$ cat config.mk
export PLATFORM = sky130hd
export DESIGN_NAME = excResolver
export DESIGN_NICKNAME = d
export VERILOG_FILES = /design/src/rtl/excPkg.sv /design/src/rtl/excControl.sv /design/src/rtl/excDatapath.sv /design/src/rtl/excResolver.sv
export SDC_FILE = /design/constraint.sdc
export NUM_CORES = 2
export LEC_CHECK = 0
export ABC_AREA = 1
export CORE_MARGIN = 8
export CORE_UTILIZATION = 56
export CTS_CLUSTER_DIAMETER = 100
export DETAILED_ROUTE_END_ITERATION = 8
export GPL_TIMING_DRIVEN = 0
export MAX_ROUTING_LAYER = met4
export PLACE_DENSITY = 0.78
export REMOVE_ABC_BUFFERS = 1
export SLEW_MARGIN = 20
export SYNTH_ARGS = -nofsm -noshare
export SYNTH_HDL_FRONTEND = slang
export SYNTH_SLANG_ARGS = --single-unit
export TNS_END_PERCENT = 20
$ cat constraint.sdc
create_clock -name clk -period 25.1 [get_ports clk]
set_input_delay 6.275 -clock clk [delete_from_list [all_inputs] [get_ports clk]]
set_output_delay 6.275 -clock clk [all_outputs]
set_load 0.005 [all_outputs]
$ cat src/rtl/excPkg.sv
package excPkg;
  // Exceptions 1..3 carry fixed ranks 0..2; programmable ranks start after them.
  localparam int FIXED_COUNT = 3;

  typedef struct packed {
    logic prioWe;    // commit a priority write this edge
    logic takeNext;  // winner preempts the active code
  } ctrlStrobe_t;

  // Numbers that may ever be chosen: not the stack slot and not the reserved holes.
  function automatic logic isSelectable(input int unsigned num);
    return (num != 0) && !((num >= 7) && (num <= 10)) && (num != 13);
  endfunction
endpackage

$ cat src/rtl/excControl.sv
module excControl #(
  parameter int EXC_W  = 8,
  parameter int RANK_W = 3
) (
  input  logic              wrEn,
  input  logic [EXC_W-1:0]  wrIdx,
  input  logic              winValid,
  input  logic [RANK_W-1:0] winRank,
  input  logic [RANK_W-1:0] activeRank,
  output excPkg::ctrlStrobe_t strobes
);
  localparam logic [EXC_W-1:0] FIRST_PROG = EXC_W'(excPkg::FIXED_COUNT + 1);

  always_comb begin
    strobes.prioWe   = wrEn && (wrIdx >= FIRST_PROG);
    strobes.takeNext = winValid && (winRank < activeRank);
  end
endmodule

$ cat src/rtl/excDatapath.sv
module excDatapath #(
  parameter int NUM_EXC = 256,
  parameter int PRIO_W  = 2,
  parameter int EXC_W   = 8,
  parameter int RANK_W  = 3
) (
  input  logic                clk,
  input  logic                rstN,
  input  logic [NUM_EXC-1:0]  pendReq,
  input  excPkg::ctrlStrobe_t strobes,
  input  logic [EXC_W-1:0]    wrIdx,
  input  logic [PRIO_W-1:0]   wrData,
  output logic                winValid,
  output logic [RANK_W-1:0]   winRank,
  output logic                pickValid,
  output logic [EXC_W-1:0]    pickNum,
  output logic [EXC_W+1:0]    pickVector,
  output logic                takeValid
);
  localparam int NODES = 2 * NUM_EXC;

  logic [PRIO_W-1:0] prioMem [NUM_EXC];
  logic              nodeValid [NODES];
  logic [RANK_W-1:0] nodeRank  [NODES];
  logic [EXC_W-1:0]  nodeNum   [NODES];

  // Programmable level storage
  always_ff @(posedge clk or negedge rstN) begin
    if (!rstN) begin
      for (int i = 0; i < NUM_EXC; i++) prioMem[i] <= '0;
    end else if (strobes.prioWe) begin
      prioMem[wrIdx] <= wrData;
    end
  end

  // Leaves: one per exception number, heap positions NUM_EXC..2*NUM_EXC-1
  for (genvar gi = 0; gi < NUM_EXC; gi++) begin : gLeaf
    localparam logic SELECTABLE = excPkg::isSelectable(gi);
    assign nodeValid[NUM_EXC+gi] = pendReq[gi] && SELECTABLE;
    assign nodeNum[NUM_EXC+gi]   = EXC_W'(gi);
    if (gi >= 1 && gi <= excPkg::FIXED_COUNT) begin : gFixed
      assign nodeRank[NUM_EXC+gi] = RANK_W'(gi - 1);
    end else begin : gProg
      assign nodeRank[NUM_EXC+gi] = RANK_W'(excPkg::FIXED_COUNT) + RANK_W'(prioMem[gi]);
    end
  end

  // Binary reduction tree; left child always holds the lower numbers
  for (genvar gn = 1; gn < NUM_EXC; gn++) begin : gNode
    logic pickLeft;
    assign pickLeft = nodeValid[2*gn] &&
                      (!nodeValid[2*gn+1] || (nodeRank[2*gn] <= nodeRank[2*gn+1]));
    assign nodeValid[gn] = nodeValid[2*gn] || nodeValid[2*gn+1];
    assign nodeRank[gn]  = pickLeft ? nodeRank[2*gn] : nodeRank[2*gn+1];
    assign nodeNum[gn]   = pickLeft ? nodeNum[2*gn]  : nodeNum[2*gn+1];
  end

  assign nodeValid[0] = 1'b0;
  assign nodeRank[0]  = '0;
  assign nodeNum[0]   = '0;

  assign winValid = nodeValid[1];
  assign winRank  = nodeRank[1];

  // Registered result
  always_ff @(posedge clk or negedge rstN) begin
    if (!rstN) begin
      pickValid  <= 1'b0;
      pickNum    <= '0;
      pickVector <= '0;
      takeValid  <= 1'b0;
    end else begin
      pickValid  <= nodeValid[1];
      pickNum    <= nodeValid[1] ? nodeNum[1] : '0;
      pickVector <= nodeValid[1] ? {nodeNum[1], 2'b00} : '0;
      takeValid  <= strobes.takeNext;
    end
  end
endmodule

$ cat src/rtl/excResolver.sv
module excResolver #(
  parameter int NUM_EXC = 256,
  parameter int PRIO_W  = 2,
  localparam int EXC_W  = $clog2(NUM_EXC),
  localparam int VEC_W  = EXC_W + 2,
  localparam int RANK_W = $clog2(excPkg::FIXED_COUNT + (2 ** PRIO_W) + 1)
) (
  input  logic               clk,
  input  logic               rstN,
  input  logic [NUM_EXC-1:0] pendReq,
  input  logic               prioWrEn,
  input  logic [EXC_W-1:0]   prioWrIdx,
  input  logic [PRIO_W-1:0]  prioWrData,
  input  logic [RANK_W-1:0]  activeRank,
  output logic               pickValid,
  output logic [EXC_W-1:0]   pickNum,
  output logic [VEC_W-1:0]   pickVector,
  output logic               takeValid
);
  excPkg::ctrlStrobe_t strobes;
  logic                winValid;
  logic [RANK_W-1:0]   winRank;

  excControl #(.EXC_W(EXC_W), .RANK_W(RANK_W)) ctrl (
    .wrEn(prioWrEn), .wrIdx(prioWrIdx), .winValid(winValid),
    .winRank(winRank), .activeRank(activeRank), .strobes(strobes)
  );

  excDatapath #(.NUM_EXC(NUM_EXC), .PRIO_W(PRIO_W), .EXC_W(EXC_W), .RANK_W(RANK_W)) dp (
    .clk(clk), .rstN(rstN), .pendReq(pendReq), .strobes(strobes),
    .wrIdx(prioWrIdx), .wrData(prioWrData), .winValid(winValid), .winRank(winRank),
    .pickValid(pickValid), .pickNum(pickNum), .pickVector(pickVector), .takeValid(takeValid)
  );
endmodule

After elaboration in Yosys (flattened, before gate mapping)
Index checks and enable logic that the tools add are counted.

word-level totals
  flip-flop bits (word level) = 532
  bits of input ports = 272
  output and inout bits = 20
  logic and storage cells = 2,265

operators by class
  $add $sub $neg = 249
  order comparisons = 252
  muxes and demuxes = 507
  bitwise operators = 1
  reductions and logical operators = 996

operators with widths
  operator                                                                              count
  3-bit 2-to-1 mux                                                                      272
  2-bit by 2-bit adder with 3-bit output (first input constant)                         249
  3-bit <= comparator                                                                   246
  512-bit bitwise mux                                                                   1
  1-bit logical OR                                                                      497
  8-bit 2-to-1 mux                                                                      40
  1-bit logical AND                                                                     251
  1-bit zero test                                                                       248
  1-bit 2-to-1 mux                                                                      125
  2-bit 2-to-1 mux                                                                      48
  4-bit 2-to-1 mux                                                                      11
  5-bit 2-to-1 mux                                                                      5
  2-bit demux with 8-bit select                                                         1
  6-bit 2-to-1 mux                                                                      2
  10-bit 2-to-1 mux                                                                     1
  9-bit greater-or-equal comparator (second input constant)                             1
  9-bit by 1-bit < comparator with 1-bit output (second input constant)                 1
  8-bit NOT with 9-bit output                                                           1
  8-bit by 3-bit greater-or-equal comparator with 1-bit output (second input constant)  1
  7-bit 2-to-1 mux                                                                      1
  2-bit by 3-bit <= comparator with 1-bit output                                        1
  3-bit < comparator                                                                    1
  1-bit by 2-bit <= comparator with 1-bit output (first input constant)                 1

Longest topological paths before layout
  word-level depth = 35
  mapped depth = 86
  depth with buffers taken out = 82

Cells and area by module
From an unflattened synthesis, not the netlist that was laid out.

unflattened totals
  cell total of the unflattened synthesis = 9,024
  area total of the unflattened synthesis = 58,060.7 sq um

modules (own cells, without submodules)
  module       times used  cells an instance  area each (sq um)  seq. area each (sq um)
  excDatapath  1           9,008              57,976.9           12,712.2
  excControl   1           16                 83.8               0.0

Worst setup path after synthesis
Ideal clock, no wire load.

  path kind = in2reg
  start = input pendReq[129]
  end = register dp.takeValid
  setup time = 0.073 ns
  arrival time = 15.174 ns
  required time = 25.027 ns
  setup slack = 9.853 ns
  stages = 74
  path buffers = 5
  cells stage by stage = nand3_1 > nand2_1 > nor2_1 > a21oi_1 > ha_1 > nand2_1 > o21ai_0 > nand3_1 > o21ai_0 > inv_1 > o21ai_0 > ha_1 > o22ai_1 > o21ai_0 > o21ai_0 > nand2_1 > nand2_1 > inv_1 > [... 38 more ...] > buf_6 > nand2_1 > o21ai_1 > ha_1 > nand2_1 > nor2_1 > nor2_1 > a32oi_1 > nand2_1 > nand2_1 > inv_1 > clkbuf_1 > nand2_1 > o21ai_2 > ha_1 > a21oi_1 > nand2_1 > a21oi_2

RTL lines
  what                    line               RTL
  start: declaration      excResolver.sv:10  input logic [NUM_EXC-1:0] pendReq,
  end signal: assignment  excDatapath.sv:76  takeValid <= strobes.takeNext;
  end: declaration        excDatapath.sv:18  output logic takeValid

==> reports/metrics.csv <==
metric,value,unit
status,finished clean,
RSZ-0062 raised after global routing,false,
CTS tree,done,
hold bufs inserted after CTS,0,
"Req. time, crit path",25.66,ns
Post-CTS Setup Bufs,0,
Core Box Area,97800,um2
crit path time final,17.62,ns
Yosys cell types,58,
Die Span Y,329,um
Max Fclk,56.8,MHz
Hold Fails Final Rpt,0,
"slowest stage delay, CP",0.77,ns
"Seq/Total Area, Yosys",0.231,
clock sinks,508,
largest net degree at the start of global routing,120,
Vias/cell,5.52,
worst endpoint data arrival time,18.18,ns
first-pass GRT wire length,259000,um
H-tree depth,3,
die width,329,um
"Max FO, Critical Path",15,
area grow syn2layout,13.0,%
FP Rows,115,
die area,108000,um2
CTS Buf Count,68,
Synth Area per Inst,6.44,um2
clk buf depth,3,
yosys warns,0,
Resize count post-CTS,0,
Placed Area,59800,um2
Post-DP HPWL,126000,um
met2 routed WL,73500,um
clock root cell,clkbuf_16,
M1 wire length,69300,um
Max-cap violations,0,
period utilization,0.702,
worst min-delay path category,flop to flop,
clk_lat worst skew,0.64,ns
cell area after layout,62100,um2
"Primary FF master, synth",dfrtp_1,
Worst Clk Skew,0.0224,ns
"Setup violations, final",0,
Placed Cells,10000,
relative slew slack,0.342,
Area contributors post-synth,"dfrtp_1 23%, ha_1 19%, nand2_1 17%",
Least-Margin Pin Slew,0.977,ns
number of global-route vias before repair,52600,
DRC Markers,0,
"Clk pin slew, worst setup/hold paths",0.05,ns
routed wl met3,11700,um
grt ovf,0,
"slowest stage cell, crit path",o21ai_0,
initial antenna violation count,19,
"most used cell, CP",nand2_1,
Nets,9906,
CP Capture Type,flop,
aggregate global-route resource usage,0.298,
Port Buf Inserts,283,
most area-hungry cell type in the Yosys netlist,dfrtp_1,
"EDFF count, synth",0,
post-route antenna net violation count,0,
GPL Wtd Cong,0.950,
"Cell Area, Synth",55000,um2
Final Instance Count excl. Fillers,10200,
critical path type,input port to flop,
R2R cell count,69,
io pins,292,
final wirelength,161000,um
via count,56200,
top cell type's share of synthesized area,0.231,
Hold Path Depth,2,
DR WL/cell,15.8,um
number of max-slew violations in the final report,0,
uppermost layer routed,met4,
Cells after Synth,8544,
flop and latch count out of synthesis,508,
fraction of registers with async set/reset,1.00,
DR pass1 iterations,6,
fraction of layout cells with a size suffix above 1,0.0480,
initial DRC count,4269,
startpoint class of the critical path,input port,
Initial Utilization,0.562,
-- synthesized netlist by cell type (all sizes together), types with 4 or more instances --
cell    count
nor2      475
xnor2      17
o211ai     35
nand2    2570
o31ai       4
ha        820
buf        33
o21a        8
a31oi      31
o21ai    1369
a21boi     15
mux2i       6
a21o        8
nor3       70
nand3     632
nand3b     48
mux2        7
o21bai      8
or2        54
o311ai      5
and3        4
clkinv      4
a22oi       5
nand4      29
a21oi     323
o22ai      18
clkbuf     95
nor4       11
inv      1289
xor2       19
dfrtp     508
-- layer usage --
layer,up-vias,global-route usage
met5,-,-
li1,28700,-
met1,25500,0.369
met2,1599,0.489
met4,0,0.121
met3,347,0.0437
-- worst max-delay path, delay by kind of cell --
kind | cells | cell delay [ns]
AND/OR/NAND/NOR | 26 | 3.02
buffers and inverters | 5 | 1.36
adder cells (fa/ha/maj) | 8 | 2.33
AO/OA/AOI/OAI | 26 | 5.17
-- layout make-up --
cell class | instances | area, um2
Clock inverter | 22 | 325
Inverter | 1293 | 4870
Fill cell | 9004 | 35700
Clock buffer | 101 | 1980
Multi-Input combinational cell | 6616 | 37000
Sequential cell | 508 | 12700
Tap cell | 1287 | 1610
Antenna cell | 20 | 50.0
Timing Repair Buffer | 327 | 3580
-- per-stage QoR --
step / worst slack (ns) / hold slack [ns] / utilization / setup TNS (ns)
floorplan: 9.69 / 0.448 / - / 0
global placement: -5.50 / 0.463 / 0.601 / -2740.60
detailed placement: 7.01 / 0.469 / 0.611 / 0
CTS: 7.65 / 0.482 / 0.635 / 0
global route: 6.10 / 0.497 / 0.635 / 0
finish: 7.48 / 0.480 / 0.635 / 0
-- layout by cell type (no fill, tap or decap), types with 48 or more instances in the layout --
| master | instances |
|---|---|
| o21ai_0 | 1270 |
| clkdlybuf4s50_1 | 280 |
| or2_2 | 50 |
| nor3_1 | 68 |
| clkbuf_16 | 70 |
| ha_1 | 820 |
| o21ai_1 | 87 |
| nor2_1 | 452 |
| nand2_2 | 114 |
| nand2_1 | 2433 |
| inv_1 | 1264 |
| nand3b_1 | 48 |
| a21oi_1 | 317 |
| dfrtp_1 | 508 |
| nand3_1 | 625 |
-- registers in the layout, indices dropped and copies added (netlist names) --
signal,cells
dp.pickValid,1
dp.takeValid,1
dp.pickVector,8
dp.prioMem,498
-- cells by family after synthesis --
family                   share of synthesized area
AND/OR/NAND/NOR                              0.299
AO/OA/AOI/OAI                                0.175
buffers and inverters                       0.0991
adder cells (fa/ha/maj)                      0.187
flip-flops                                   0.231
XOR/XNOR                                   0.00573
multiplexers                               0.00253
other                                    0.0000682
-- worst paths after layout --
| kind | startpoint | endpoint | slack, ns |
|---|---|---|---|
| setup / recovery | pendReq[97] | dp.takeValid$_DFF_PN0_ | 7.48 |
| setup reg to reg | dp.prioMem[316]$_DFFE_PN0P_ | dp.takeValid$_DFF_PN0_ | 12.46 |
| max in group asynchronous | rstN | dp.prioMem[297]$_DFFE_PN0P_ | 17.99 |
| hold reg to reg | dp.prioMem[484]$_DFFE_PN0P_ | dp.prioMem[484]$_DFFE_PN0P_ | 0.48 |
| hold / removal | dp.prioMem[484]$_DFFE_PN0P_ | dp.prioMem[484]$_DFFE_PN0P_ | 0.48 |
| min in group asynchronous | rstN | dp.prioMem[446]$_DFFE_PN0P_ | 5.63 |
Power is left out: the tool's default activity adds up to more than one toggle a clock period on the data nets, which glitch-free logic cannot reach.
